--- src/rtl/pmc_pkg.sv ---
package pmc_pkg;
  localparam int REG_AW     = 7;
  localparam int EVNUM_W    = 16;
  localparam int CYC_IDX    = 31;
  localparam int TYPE_BASE  = 32;
  localparam int FILT_IDX   = 63;
  localparam int ENSET_IDX  = 64;
  localparam int CTRL_IDX   = 65;
  localparam int BIT_P      = 31;
  localparam int BIT_NSK    = 29;
  localparam int BIT_NSH    = 27;
  localparam int BIT_M      = 26;
  localparam int BIT_SH     = 24;
  localparam int BIT_MASTER = 0;
  localparam int BIT_STOP   = 5;

  typedef struct packed {
    logic               p;
    logic               nsk;
    logic               nsh;
    logic               m;
    logic               sh;
    logic [EVNUM_W-1:0] evnum;
  } flt_t;

  function automatic logic [63:0] flt_to_word(flt_t f);
    logic [63:0] w;
    w = '0;
    w[BIT_P]         = f.p;
    w[BIT_NSK]       = f.nsk;
    w[BIT_NSH]       = f.nsh;
    w[BIT_M]         = f.m;
    w[BIT_SH]        = f.sh;
    w[EVNUM_W-1:0]   = f.evnum;
    return w;
  endfunction
endpackage

--- src/rtl/pmc_filter.sv ---
module pmc_filter (
  input  logic [1:0] lvl,
  input  logic       nsec,
  input  logic       p,
  input  logic       nsk,
  input  logic       nsh,
  input  logic       m,
  input  logic       sh,
  output logic       allow
);
  always_comb begin
    unique case (lvl)
      2'd0:    allow = 1'b1;
      2'd1:    allow = nsec ? (nsk == p) : ~p;
      2'd2:    allow = nsec ? nsh : (sh != nsh);
      default: allow = (m == p);
    endcase
  end
endmodule

--- src/rtl/pmc_counter.sv ---
module pmc_counter #(
  parameter int W = 32
) (
  input  logic         clk,
  input  logic         rst,
  input  logic         ld,
  input  logic [W-1:0] ld_val,
  input  logic         inc,
  output logic [W-1:0] q
);
  always_ff @(posedge clk) begin
    if (rst)      q <= '0;
    else if (ld)  q <= ld_val;
    else if (inc) q <= q + W'(1);
  end
endmodule

--- src/rtl/pmc_regfile.sv ---
module pmc_regfile
  import pmc_pkg::*;
#(
  parameter int N_EVT = 4
) (
  input  logic                     clk,
  input  logic                     rst,
  input  logic                     wr_en,
  input  logic [REG_AW-1:0]        wr_addr,
  input  logic [31:0]              wr_data,
  output flt_t [N_EVT-1:0]         evt_flt,
  output flt_t                     cyc_flt,
  output logic [N_EVT-1:0]         en_evt,
  output logic                     en_cyc,
  output logic                     glb_en,
  output logic                     stop_en,
  output logic [N_EVT-1:0]         cnt_ld,
  output logic                     cyc_ld
);
  logic  unused_wd;
  flt_t  wr_flt;

  assign unused_wd = ^wr_data;

  always_comb begin
    wr_flt       = '0;
    wr_flt.p     = wr_data[BIT_P];
    wr_flt.nsk   = wr_data[BIT_NSK];
    wr_flt.nsh   = wr_data[BIT_NSH];
    wr_flt.m     = wr_data[BIT_M];
    wr_flt.sh    = wr_data[BIT_SH];
    wr_flt.evnum = wr_data[EVNUM_W-1:0];
  end

  for (genvar g = 0; g < N_EVT; g++) begin : g_type
    assign cnt_ld[g] = wr_en && (wr_addr == REG_AW'(g));
    always_ff @(posedge clk) begin
      if (rst)
        evt_flt[g] <= '0;
      else if (wr_en && wr_addr == REG_AW'(TYPE_BASE + g))
        evt_flt[g] <= wr_flt;
    end
  end

  assign cyc_ld = wr_en && (wr_addr == REG_AW'(CYC_IDX));

  always_ff @(posedge clk) begin
    if (rst) begin
      cyc_flt <= '0;
      en_evt  <= '0;
      en_cyc  <= 1'b0;
      glb_en  <= 1'b0;
      stop_en <= 1'b0;
    end else if (wr_en) begin
      if (wr_addr == REG_AW'(FILT_IDX))
        cyc_flt <= wr_flt;
      if (wr_addr == REG_AW'(ENSET_IDX)) begin
        en_evt <= en_evt | wr_data[N_EVT-1:0];
        en_cyc <= en_cyc | wr_data[CYC_IDX];
      end
      if (wr_addr == REG_AW'(CTRL_IDX)) begin
        glb_en  <= wr_data[BIT_MASTER];
        stop_en <= wr_data[BIT_STOP];
      end
    end
  end
endmodule

--- src/rtl/pmc_bank.sv ---
module pmc_bank
  import pmc_pkg::*;
#(
  parameter int N_EVT = 4,
  parameter int CNT_W = 32,
  parameter int EVT_W = 16
) (
  input  logic              clk,
  input  logic              rst,
  input  logic [1:0]        lvl_i,
  input  logic              nsec_i,
  input  logic              prohibit_i,
  input  logic [EVT_W-1:0]  evt_i,
  input  logic              wr_en_i,
  input  logic [REG_AW-1:0] wr_addr_i,
  input  logic [63:0]       wr_data_i,
  input  logic              rd_en_i,
  input  logic [REG_AW-1:0] rd_addr_i,
  output logic [63:0]       rd_data_o
);
  localparam int EIDX_W = (EVT_W > 1) ? $clog2(EVT_W) : 1;

  flt_t [N_EVT-1:0]       evt_flt;
  flt_t                   cyc_flt;
  logic [N_EVT-1:0]       en_evt;
  logic                   en_cyc;
  logic                   glb_en;
  logic                   stop_en;
  logic [N_EVT-1:0]       cnt_ld;
  logic                   cyc_ld;
  logic [N_EVT-1:0]       evt_inc;
  logic                   cyc_inc;
  logic                   cyc_allow;
  logic [63:0]            cyc_q;
  logic [CNT_W-1:0]       evt_q [N_EVT];
  logic [N_EVT*CNT_W-1:0] evt_flat;
  logic [63:0]            rd_mux;
  logic                   unused_top;

  assign unused_top = ^wr_data_i[63:32];

  pmc_regfile #(.N_EVT(N_EVT)) u_regs (
    .clk     (clk),
    .rst     (rst),
    .wr_en   (wr_en_i),
    .wr_addr (wr_addr_i),
    .wr_data (wr_data_i[31:0]),
    .evt_flt (evt_flt),
    .cyc_flt (cyc_flt),
    .en_evt  (en_evt),
    .en_cyc  (en_cyc),
    .glb_en  (glb_en),
    .stop_en (stop_en),
    .cnt_ld  (cnt_ld),
    .cyc_ld  (cyc_ld)
  );

  for (genvar g = 0; g < N_EVT; g++) begin : g_evt
    logic allow;
    logic in_range;
    logic hit;

    pmc_filter u_flt (
      .lvl   (lvl_i),
      .nsec  (nsec_i),
      .p     (evt_flt[g].p),
      .nsk   (evt_flt[g].nsk),
      .nsh   (evt_flt[g].nsh),
      .m     (evt_flt[g].m),
      .sh    (evt_flt[g].sh),
      .allow (allow)
    );

    assign in_range   = (32'(evt_flt[g].evnum) < 32'(EVT_W));
    assign hit        = in_range && evt_i[evt_flt[g].evnum[EIDX_W-1:0]];
    assign evt_inc[g] = glb_en && en_evt[g] && allow && !prohibit_i && hit;

    pmc_counter #(.W(CNT_W)) u_cnt (
      .clk    (clk),
      .rst    (rst),
      .ld     (cnt_ld[g]),
      .ld_val (wr_data_i[CNT_W-1:0]),
      .inc    (evt_inc[g]),
      .q      (evt_q[g])
    );

    assign evt_flat[g*CNT_W +: CNT_W] = evt_q[g];
  end

  pmc_filter u_cyc_flt (
    .lvl   (lvl_i),
    .nsec  (nsec_i),
    .p     (cyc_flt.p),
    .nsk   (cyc_flt.nsk),
    .nsh   (cyc_flt.nsh),
    .m     (cyc_flt.m),
    .sh    (cyc_flt.sh),
    .allow (cyc_allow)
  );

  assign cyc_inc = glb_en && en_cyc && cyc_allow && !(stop_en && prohibit_i);

  pmc_counter #(.W(64)) u_cyc (
    .clk    (clk),
    .rst    (rst),
    .ld     (cyc_ld),
    .ld_val (wr_data_i),
    .inc    (cyc_inc),
    .q      (cyc_q)
  );

  always_comb begin
    rd_mux = '0;
    if (rd_addr_i == REG_AW'(ENSET_IDX)) begin
      rd_mux[N_EVT-1:0] = en_evt;
      rd_mux[CYC_IDX]   = en_cyc;
    end else if (rd_addr_i == REG_AW'(CTRL_IDX)) begin
      rd_mux[BIT_MASTER] = glb_en;
      rd_mux[BIT_STOP]   = stop_en;
    end else if (rd_addr_i == REG_AW'(FILT_IDX)) begin
      rd_mux = flt_to_word(cyc_flt);
    end else if (rd_addr_i == REG_AW'(CYC_IDX)) begin
      rd_mux = cyc_q;
    end else begin
      for (int k = 0; k < N_EVT; k++) begin
        if (rd_addr_i == REG_AW'(k))
          rd_mux = 64'(evt_q[k]);
        if (rd_addr_i == REG_AW'(TYPE_BASE + k))
          rd_mux = flt_to_word(evt_flt[k]);
      end
    end
  end

  always_ff @(posedge clk) begin
    if (rst)          rd_data_o <= '0;
    else if (rd_en_i) rd_data_o <= rd_mux;
  end
endmodule

--- config.mk ---
export PLATFORM = sky130hd
export DESIGN_NAME = pmc_bank
export DESIGN_NICKNAME = d
export VERILOG_FILES = /design/src/rtl/pmc_pkg.sv /design/src/rtl/pmc_filter.sv /design/src/rtl/pmc_counter.sv /design/src/rtl/pmc_regfile.sv /design/src/rtl/pmc_bank.sv
export SDC_FILE = /design/constraint.sdc
export NUM_CORES = 1
export LEC_CHECK = 0
export ABC_AREA = 1
export BUFFER_PORTS_ARGS = -buffer_cell sky130_fd_sc_hd__buf_2
export CELL_PAD_IN_SITES_DETAIL_PLACEMENT = 1
export CELL_PAD_IN_SITES_GLOBAL_PLACEMENT = 1
export CORE_ASPECT_RATIO = 1.25
export CORE_MARGIN = 2
export CORE_UTILIZATION = 39
export CTS_CLUSTER_DIAMETER = 80
export DETAILED_ROUTE_END_ITERATION = 6
export HOLD_SLACK_MARGIN = 0.02
export PLACE_DENSITY_LB_ADDON = 0.08
export SLEW_MARGIN = 30
export SYNTH_ARGS = -nofsm -noshare
export SYNTH_HDL_FRONTEND = slang
export SYNTH_SLANG_ARGS = --single-unit
export TNS_END_PERCENT = 20
--- constraint.sdc ---
create_clock -name clk -period 1.76 [get_ports clk]
set_clock_uncertainty 0.1 [all_clocks]
set_input_delay 0.176 -clock clk [delete_from_list [all_inputs] [get_ports clk]]
set_output_delay 0.176 -clock clk [all_outputs]
set_load 0.01 [all_outputs]
==> results of run 1 <==
## logic make-up (layout without fill, tap and decap cells)
| kind of cell | Yosys count | after routing | synth area share (%) |
|---|---|---|---|
| flip-flops | 368 | 368 | 32.2 |
| AO/OA/AOI/OAI | 812 | 812 | 19.3 |
| buffers and inverters | 470 | 1405 | 8.36 |
| XOR/XNOR | 146 | 146 | 5.60 |
| adder cells (fa/ha/maj) | 5 | 5 | 0.274 |
| other | 0 | 8 | 0 |
| AND/OR/NAND/NOR | 1797 | 1797 | 34.2 |
## per-layer routing
metal	GRT usage [%]	vias to the layer above	share of wire [%]
li1	-	13800	-
met1	44.8	15200	35
met2	74.8	1702	47
met3	6.88	709	7.5
met4	35.9	0	11
met5	0	-	0
## worst max-delay path by stage
| stage | from | end | slack (ns) |
|---|---|---|---|
| 2_1_floorplan | g_evt[1].u_cnt.q[0] | g_evt[1].u_cnt.q[30] | -0.02 |
| 4_1_cts | u_regs.evt_flt[21] | g_evt[1].u_cnt.q[12] | -0.34 |
| 3_5_place_dp | nsec_i | g_evt[1].u_cnt.q[27] | -0.81 |
| 5_1_grt | g_evt[0].u_cnt.q[6] | g_evt[0].u_cnt.q[23] | -0.51 |
| 3_3_place_gp | nsec_i | g_evt[1].u_cnt.q[30] | -0.82 |
| 6_report | u_cyc.q[10] | u_cyc.q[37] | -0.48 |
## metrics by stage
| stage | total power [W] | std cells | hold WS (ns) | worst slack [ns] |
|---|---|---|---|---|
| after floorplan | 0.00894 | 3598 | 0.219 | -0.0201 |
| after global placement | 0.00966 | 5103 | 0.346 | -0.818 |
| after detailed placement | 0.00968 | 5103 | 0.352 | -0.814 |
| after CTS | 0.0196 | 5263 | 0.0378 | -0.342 |
| after global routing | 0.0200 | 5291 | 0.0684 | -0.509 |
| final | 0.0197 | 5298 | 0.0158 | -0.477 |
## worst register-to-register path, cell delays in order, from the launching register on
cell,delay [ns]
dfxtp_4,0.39
nand2_1,0.11
nor2_1,0.20
nand2_1,0.17
nor2_2,0.19
nand3_2,0.18
or2_2,0.33
nand3_1,0.09
o211ai_1,0.09
a21oi_1,0.25
## cells in the mapped netlist (all sizes together), types with 3 or more instances
cell type  count
nand2       1033
a21oi        385
dfxtp        368
nor2         325
o21ai        277
inv          272
nand3        237
xor2         117
clkbuf       107
nor3          97
buf           87
nand4         57
o22ai         35
o211ai        31
xnor2         29
a31oi         25
a211oi        22
a221oi        20
or2           20
nor4          16
ha             5
nand3b         5
clkinv         4
o2111ai        4
a32oi          3
nor3b          3
## power by group through the flow
| stage | clock network [W] | logic [W] | registers (W) |
|---|---|---|---|
| after floorplan | 0 | 0.000391 | 0.00855 |
| after global placement | 0 | 0.00111 | 0.00855 |
| after detailed placement | 0 | 0.00113 | 0.00855 |
| after CTS | 0.00996 | 0.00127 | 0.00836 |
| after global routing | 0.0103 | 0.00140 | 0.00833 |
| final | 0.0100 | 0.00137 | 0.00833 |
## final cells by class
type / instances / share of cell area, %
flip-flops and latches: 368 / 21.6
clock buffers: 56 / 3.44
repair buffers: 1050 / 24.4
multi-input cells: 2760 / 43.7
diodes: 8 / 0.0576
inverters: 276 / 3.09
well taps: 757 / 2.72
clock inverters: 23 / 0.961
## state kept, by name, summed over array words and instances (netlist names)
name,count
g_evt.u_cnt.q,128
u_regs.evt_flt,84
rd_data_o,64
u_cyc.q,64
u_regs.cyc_flt,21
u_regs.en_evt,4
u_regs.en_cyc,1
u_regs.glb_en,1
u_regs.stop_en,1
## timing repair
action | 4_1_cts | 5_1_grt
hold endpoints to repair | 149 | 0
setup buffers | 14 | 24
hold buffers | 65 | 0
cloned | 4 | 5
endpoints found under the setup margin | 202 | 213
pin swaps | 52 | 96
gates resized for setup | 239 | 350
==> summary.md, run 1 <==
| Metric | Value |
|---|---|
| Nets | `4,607` |
| Crit-path cells | `nand2_1 > nor2_1 > nand2_1 > nor2_2 > nand3_2 > or2_2 > nand3_1 > o211ai_1 > a21oi_1` |
| Sequential area share after synthesis | `32.2%` |
| Clock share of power | `50.8%` |
| GRT Util Overall | `42.8%` |
| Drt initial violations | `2,525` |
| I/O Buffers | `165` |
| Comb power frac | `6.9%` |
| Clock Latency Late Sink | `0.64 ns` |
| Critical Path RT | `2.17 ns` |
| Sink Count | `368` |
| Rows | `99` |
| Die area | `60,600 um2` |
| Detailed Route WL | `140 mm` |
| Slew Viols, Final | `0` |
| Fraction of registers with async set/reset | `0%` |
| Hold Path Origin | `wr_data_i[3]` |
| Wire per inst | `26.5 um` |
| Setup TNS Final | `-49.84 ns` |
| Most Frequent Cell on Critical Path | `nand2_1` |
| Period Utilization, post-route | `127%` |
| Setup crit end kind | `flop` |
| Clk Tree Root Cell | `clkbuf_16` |
| Multi-input logic area | `15,200 um2` |
| Area after DPL | `30,100 um2` |
| Final Hold Vio Count | `0` |
| Fill cell count | `7,438` |
| DRC | `0` |
| Max Buffers Root-to-Sink | `3` |
| Layout cells sized above 1 | `34.7%` |
| Leakage power | `14.4 nW` |
| Post-synth top area cell | `dfxtp_1` |
| Most common cell after layout, fill and taps aside | `nand2_1` |
| Synth warn | `0` |
| Initial Util | `39.3%` |
| Initial antenna violation count | `6` |
| Io pins | `166` |
| Sw Ratio | `27.0%` |
| Core Area | `58,200 um2` |
| WHS Path Cells | `4` |
| Final ANT Viol Nets | `0` |
| WP depth | `9` |
| FF-to-FF Start | `u_cyc.q[10]` |
| Net Sw Power | `0.00533 W` |
| Status | `finished with violations` |
| Reg2reg end | `u_cyc.q[37]` |
| Commonest non-fill, non-tap cells in the layout | `923 x nand2_1, 734 x buf_4, 354 x a21oi_1` |
| End of the worst hold path | `u_cyc.q[3]` |
| Flop pwr share | `42.3%` |
| # setup viols final | `200` |
| Power density cells | `567 nW/um2` |
| Final core utilization | `59.7%` |
| Worst VDD drop | `0.000980 V` |
| Net count after synthesis | `3,705` |
| FF+latch count, synth | `368` |
| CP arrival | `2.65 ns` |
| Area Growth Syn to Fin | `52.1%` |
| DR vias/cell | `5.92` |
| Largest net degree at the start of global routing | `90` |
| DP HPWL | `98.3 mm` |
| Slew HR | `40.1%` |
| Max-cap violations | `0` |
| Post-synth EDFFs | `0` |
| Register area | `7520 um2` |
| R2R Setup Slk | `-0.48 ns` |
| Syn_area_per_cell | `6.35 um2` |
| Worst-margin pin slew | `0.893 ns` |
| Mapped cell area | `22,900 um2` |
| Worst reg-to-reg path cell count | `9` |
| Hold Path Class | `in -> reg` |
| Worst Slack Setup Final | `-0.477 ns` |
| Non-Filler Cell Area, Final | `34,800 um2` |
| CTS H-tree depth | `2` |
| Startpoint class of the critical path | `flop` |
| Worst setup path class | `reg -> reg` |
| Int Pwr | `0.0144 W` |
| CP peak stage delay | `0.39 ns` |
| CTS tree | `built` |
| Vias | `31.4k` |
| Top Family by Delay on Critical Path | `simple AND/OR/NAND/NOR gates` |
| GP Congestion | `1.01` |
| Final min period | `2.24 ns` |
| TritonRoute pass-1 iters | `7` |
| GR Overflow Total | `0` |
| Die H | `275 um` |
| Failing checks | `negative setup slack` |
| TritonCTS Buffers | `44` |
| Ys flop type | `dfxtp_1` |
| Largest cells by area after synthesis | `dfxtp_1 32%, nand2_1 17%, a21oi_1 8.4%` |
| Max FO, Critical Path | `4` |
| Netlist cell types | `55` |
| Synth Instances | `3,598` |
| Share of the synthesized area in the top cell type | `32.2%` |
| Number of global-route vias before repair | `32.7k` |
| First-pass GRT wire length | `195 mm` |
| CTS clk-pin slew, worst paths | `0.07 ns` |
| Chip width | `221 um` |
| WP buf/inv | `0` |
| RSZ-0062 raised after global routing | `yes` |
| Slowest-stage cell, CP | `dfxtp_4` |
| Peak Freq | `447 MHz` |
No activity file was read; power rests on OpenSTA's default activity.
==> inputs of run 2 (changes only) <==
- CORE_UTILIZATION: 39 -> 40
- CTS_BUF_LIST: default -> sky130_fd_sc_hd__clkbuf_4 sky130_fd_sc_hd__clkbuf_8
==> run 2 against run 1 <==
Net effect:
- routed wire length up 20%
- largest power group unchanged
- combinational power up 13%
- core utilization increased by 2.8 points
- worst setup slack got worse by 0.51 ns
- power is 0.61% higher
- cell area grew 1.2%
- non-clock buffer count up 38
- the run ends with design-rule violations, negative setup slack left
- sequential power is essentially flat
- global-route usage up 5.6 points
==> summary.md, run 2 (synthesis results as in run 1) <==
| Metric | Value |
|---|---|
| Post-place setup slack | `-0.749 ns (+0.0656 ns)` |
| Power density cells | `564 nW/um2 (-0.59%)` |
| GR Overflow Total | `0 (unchanged)` |
| TritonRoute pass-1 iters | `7 (unchanged)` |
| Drt initial violations | `4,226 (+67%)` |
| Rows | `97 (-2.0%)` |
| Setup crit end kind | `flop` |
| Critical Path RT | `2.34 ns (+0.17 ns)` |
| CTS H-tree depth | `3 (+1)` |
| Layout cells sized above 1 | `36.4% (+1.8 points)` |
| Most Frequent Cell on Critical Path | `nand2_1` |
| Area after DPL | `30,300 um2 (+0.59%)` |
| Worst Slack Setup Final | `-0.989 ns (-0.512 ns)` |
| Die H | `271 um (-1.2%)` |
| CP arrival | `3.33 ns (+0.68 ns)` |
| Max Buffers Root-to-Sink | `3 (unchanged)` |
| Startpoint class of the critical path | `flop` |
| Top Registers | `g_evt.u_cnt.q (128), u_regs.evt_flt (84)` |
| Max-cap violations | `0 (unchanged)` |
| Highest metal used | `met5` |
| Slowest-stage cell, CP | `nor3_2` |
| Non-Filler Cell Area, Final | `35,200 um2 (+1.2%)` |
| CTS clk-pin slew, worst paths | `0.07 ns (about the same)` |
| Initial Util | `40.6% (+1.3 points)` |
| Metal2 WL | `73.3 mm (+11%)` |
| WHS Path Cells | `6 (+2)` |
| DP HPWL | `99.9 mm (+1.6%)` |
| Vias | `34.6k (+10%)` |
| Met1 WL | `53.2 mm (+9.9%)` |
| Final ANT Viol Nets | `0 (unchanged)` |
| Commonest non-fill, non-tap cells in the layout | `928 x nand2_1, 762 x buf_4, 348 x a21oi_1` |
| Chip width | `218 um (-1.2%)` |
| Max FO, Critical Path | `3 (-1)` |
| # setup viols final | `222 (+11%)` |
| RSZ-0062 raised after global routing | `yes` |
| Slew HR | `24.9% (-15 points)` |
| Period Utilization, post-route | `156% (+29 points)` |
| Crit-path cells | `nand2_1 > nor3_2 > buf_4 > nand3_1 > nor2_2 > buf_6 > xor2_2 > nand2_1 > nand3_1 > nand2_1 > inv_1` |
| DRC | `7 (+7)` |
| Hold Path Class | `in -> reg` |
| Final min period | `2.75 ns (+0.512 ns)` |
| Worst-margin pin slew | `1.12 ns (+0.227 ns)` |
| Nets | `4,673 (+1.4%)` |
| Sink Count | `368 (unchanged)` |
| Clock Latency Late Sink | `0.78 ns (+0.14 ns)` |
| Largest net degree at the start of global routing | `134 (+49%)` |
| Number of flip-flops in the largest register | `128 (unchanged)` |
| Biggest register | `g_evt.u_cnt.q` |
| Final cell count without fillers | `5,369 (+1.3%)` |
| Leakage power | `14.8 nW (+2.3%)` |
| Reg2reg end | `u_cyc.q[60]` |
| Failing checks | `design-rule violations, negative setup slack` |
| FF-to-FF Start | `u_cyc.q[57]` |
| Slew Viols, Final | `0 (unchanged)` |
| Status | `finished with violations` |
| Worst VDD drop | `0.000575 V (-41%)` |
| DR vias/cell | `6.45 (+8.9%)` |
| Wire per inst | `31.3 um (+18%)` |
| Initial antenna violation count | `27 (+21)` |
| Number of global-route vias before repair | `34.4k (+5.4%)` |
| Most common cell after layout, fill and taps aside | `nand2_1` |
| TritonCTS Buffers | `72 (+64%)` |
| Clk Tree Root Cell | `clkbuf_8` |
| Core Area | `56,300 um2 (-3.3%)` |
| Final Hold Vio Count | `0 (unchanged)` |
| I/O Buffers | `165 (unchanged)` |
| First-pass GRT wire length | `215 mm (+10%)` |
| Area Growth Syn to Fin | `54.0%` |
| Worst setup path class | `reg -> reg` |
| End of the worst hold path | `g_evt[2].u_cnt.q[30]` |
| WL met3 | `20.5 mm (+95%)` |
| Worst reg-to-reg path cell count | `11 (+2)` |
| Io pins | `166 (unchanged)` |
| CP peak stage delay | `0.41 ns (+0.02 ns)` |
| Fill cell count | `7,212 (-3.0%)` |
| GP Congestion | `1.01 (about the same)` |
| CTS tree | `built` |
| Peak Freq | `364 MHz (-19%)` |
| Hold Path Origin | `wr_data_i[30]` |
| R2R Setup Slk | `-0.99 ns (-0.51 ns)` |
| GRT Util Overall | `48.4% (+5.6 points)` |
| Die area | `59,100 um2 (-2.5%)` |
| Final core utilization | `62.5% (+2.8 points)` |
| Dpl cells | `5,111 (+0.16%)` |
| Critical path origin | `u_cyc.q[57]` |
| Detailed Route WL | `168 mm (+20%)` |
-- run 2: cell count changes in the layout (fill, tap and decap cells not counted), moves of 7 or more --
| cell | change |
|---|---|
| nand3_2 | +7 |
| clkbuf_4 | +16 |
| buf_4 | +28 |
| o21ai_0 | -9 |
| o21ai_1 | +14 |
| clkbuf_16 | -41 |
| inv_1 | -9 |
| nor2_2 | +11 |
| clkbuf_1 | -7 |
| clkinv_2 | +8 |
| clkbuf_8 | +81 |
| dfxtp_2 | +9 |
-- run 2: power breakdown --
part           internal, W  total (W)  switching [W]
registers          0.00832    0.00834      0.0000218
logic             0.000470    0.00155        0.00108
clock network      0.00499    0.00994        0.00495
-- run 2: layout make-up --
| class | count | area, um2 | area share (%) |
|---|---|---|---|
| Clock buffer | 102 | 1300 | 3.71 |
| Inverter | 276 | 1080 | 3.08 |
| Sequential cell | 368 | 7520 | 21.4 |
| Timing Repair Buffer | 1088 | 8890 | 25.3 |
| Multi-Input combinational cell | 2760 | 15200 | 43.3 |
| Tap cell | 742 | 928 | 2.64 |
| Antenna cell | 12 | 30.0 | 0.0853 |
| Clock inverter | 21 | 196 | 0.558 |
-- run 2: critical path: cells and delay by family, from the launching register on --
kind          cells  cell delay [ns]
simple gates      7             1.24
buf+inv           3             0.56
xor+xnor          1             0.38
flops             1             0.37
-- run 2: worst max path at each step --
stage,cells after the start,slack (ns),to
after floorplan,14,-0.02,g_evt[1].u_cnt.q[30]
after global placement,14,-0.72,rd_data_o[4]
after detailed placement,14,-0.75,rd_data_o[24]
after CTS,11,-0.30,g_evt[1].u_cnt.q[13]
after global routing,11,-1.02,u_cyc.q[60]
final,11,-0.99,u_cyc.q[60]
-- run 2: routing by layer --
layer	global-route usage, %	vias up
met1	48.6	16400
met2	80.8	2864
met5	0	-
met4	43.9	22
li1	-	13900
met3	14.3	1393
-- run 2: stage by stage --
stage	power, W	hold slack, ns	TNS, ns
final	0.0198	0.0724	-75.75
after global routing	0.0200	0.103	-78.91
after CTS	0.0192	0.0234	-36.61
after detailed placement	0.00974	0.355	-105.56
after global placement	0.00970	0.348	-83.42
after floorplan	0.00894	0.219	-0.0695
-- run 2: what timing repair did --
| action | in CTS | in global routing |
|---|---|---|
| endpoints found under the hold margin | 258 | 0 |
| hold buffers | 70 | 0 |
| cloned | 6 | 8 |
| gates resized for setup | 199 | 425 |
| setup buffers | 13 | 27 |
| pin swaps | 45 | 125 |
| endpoints found under the setup margin | 207 | 226 |
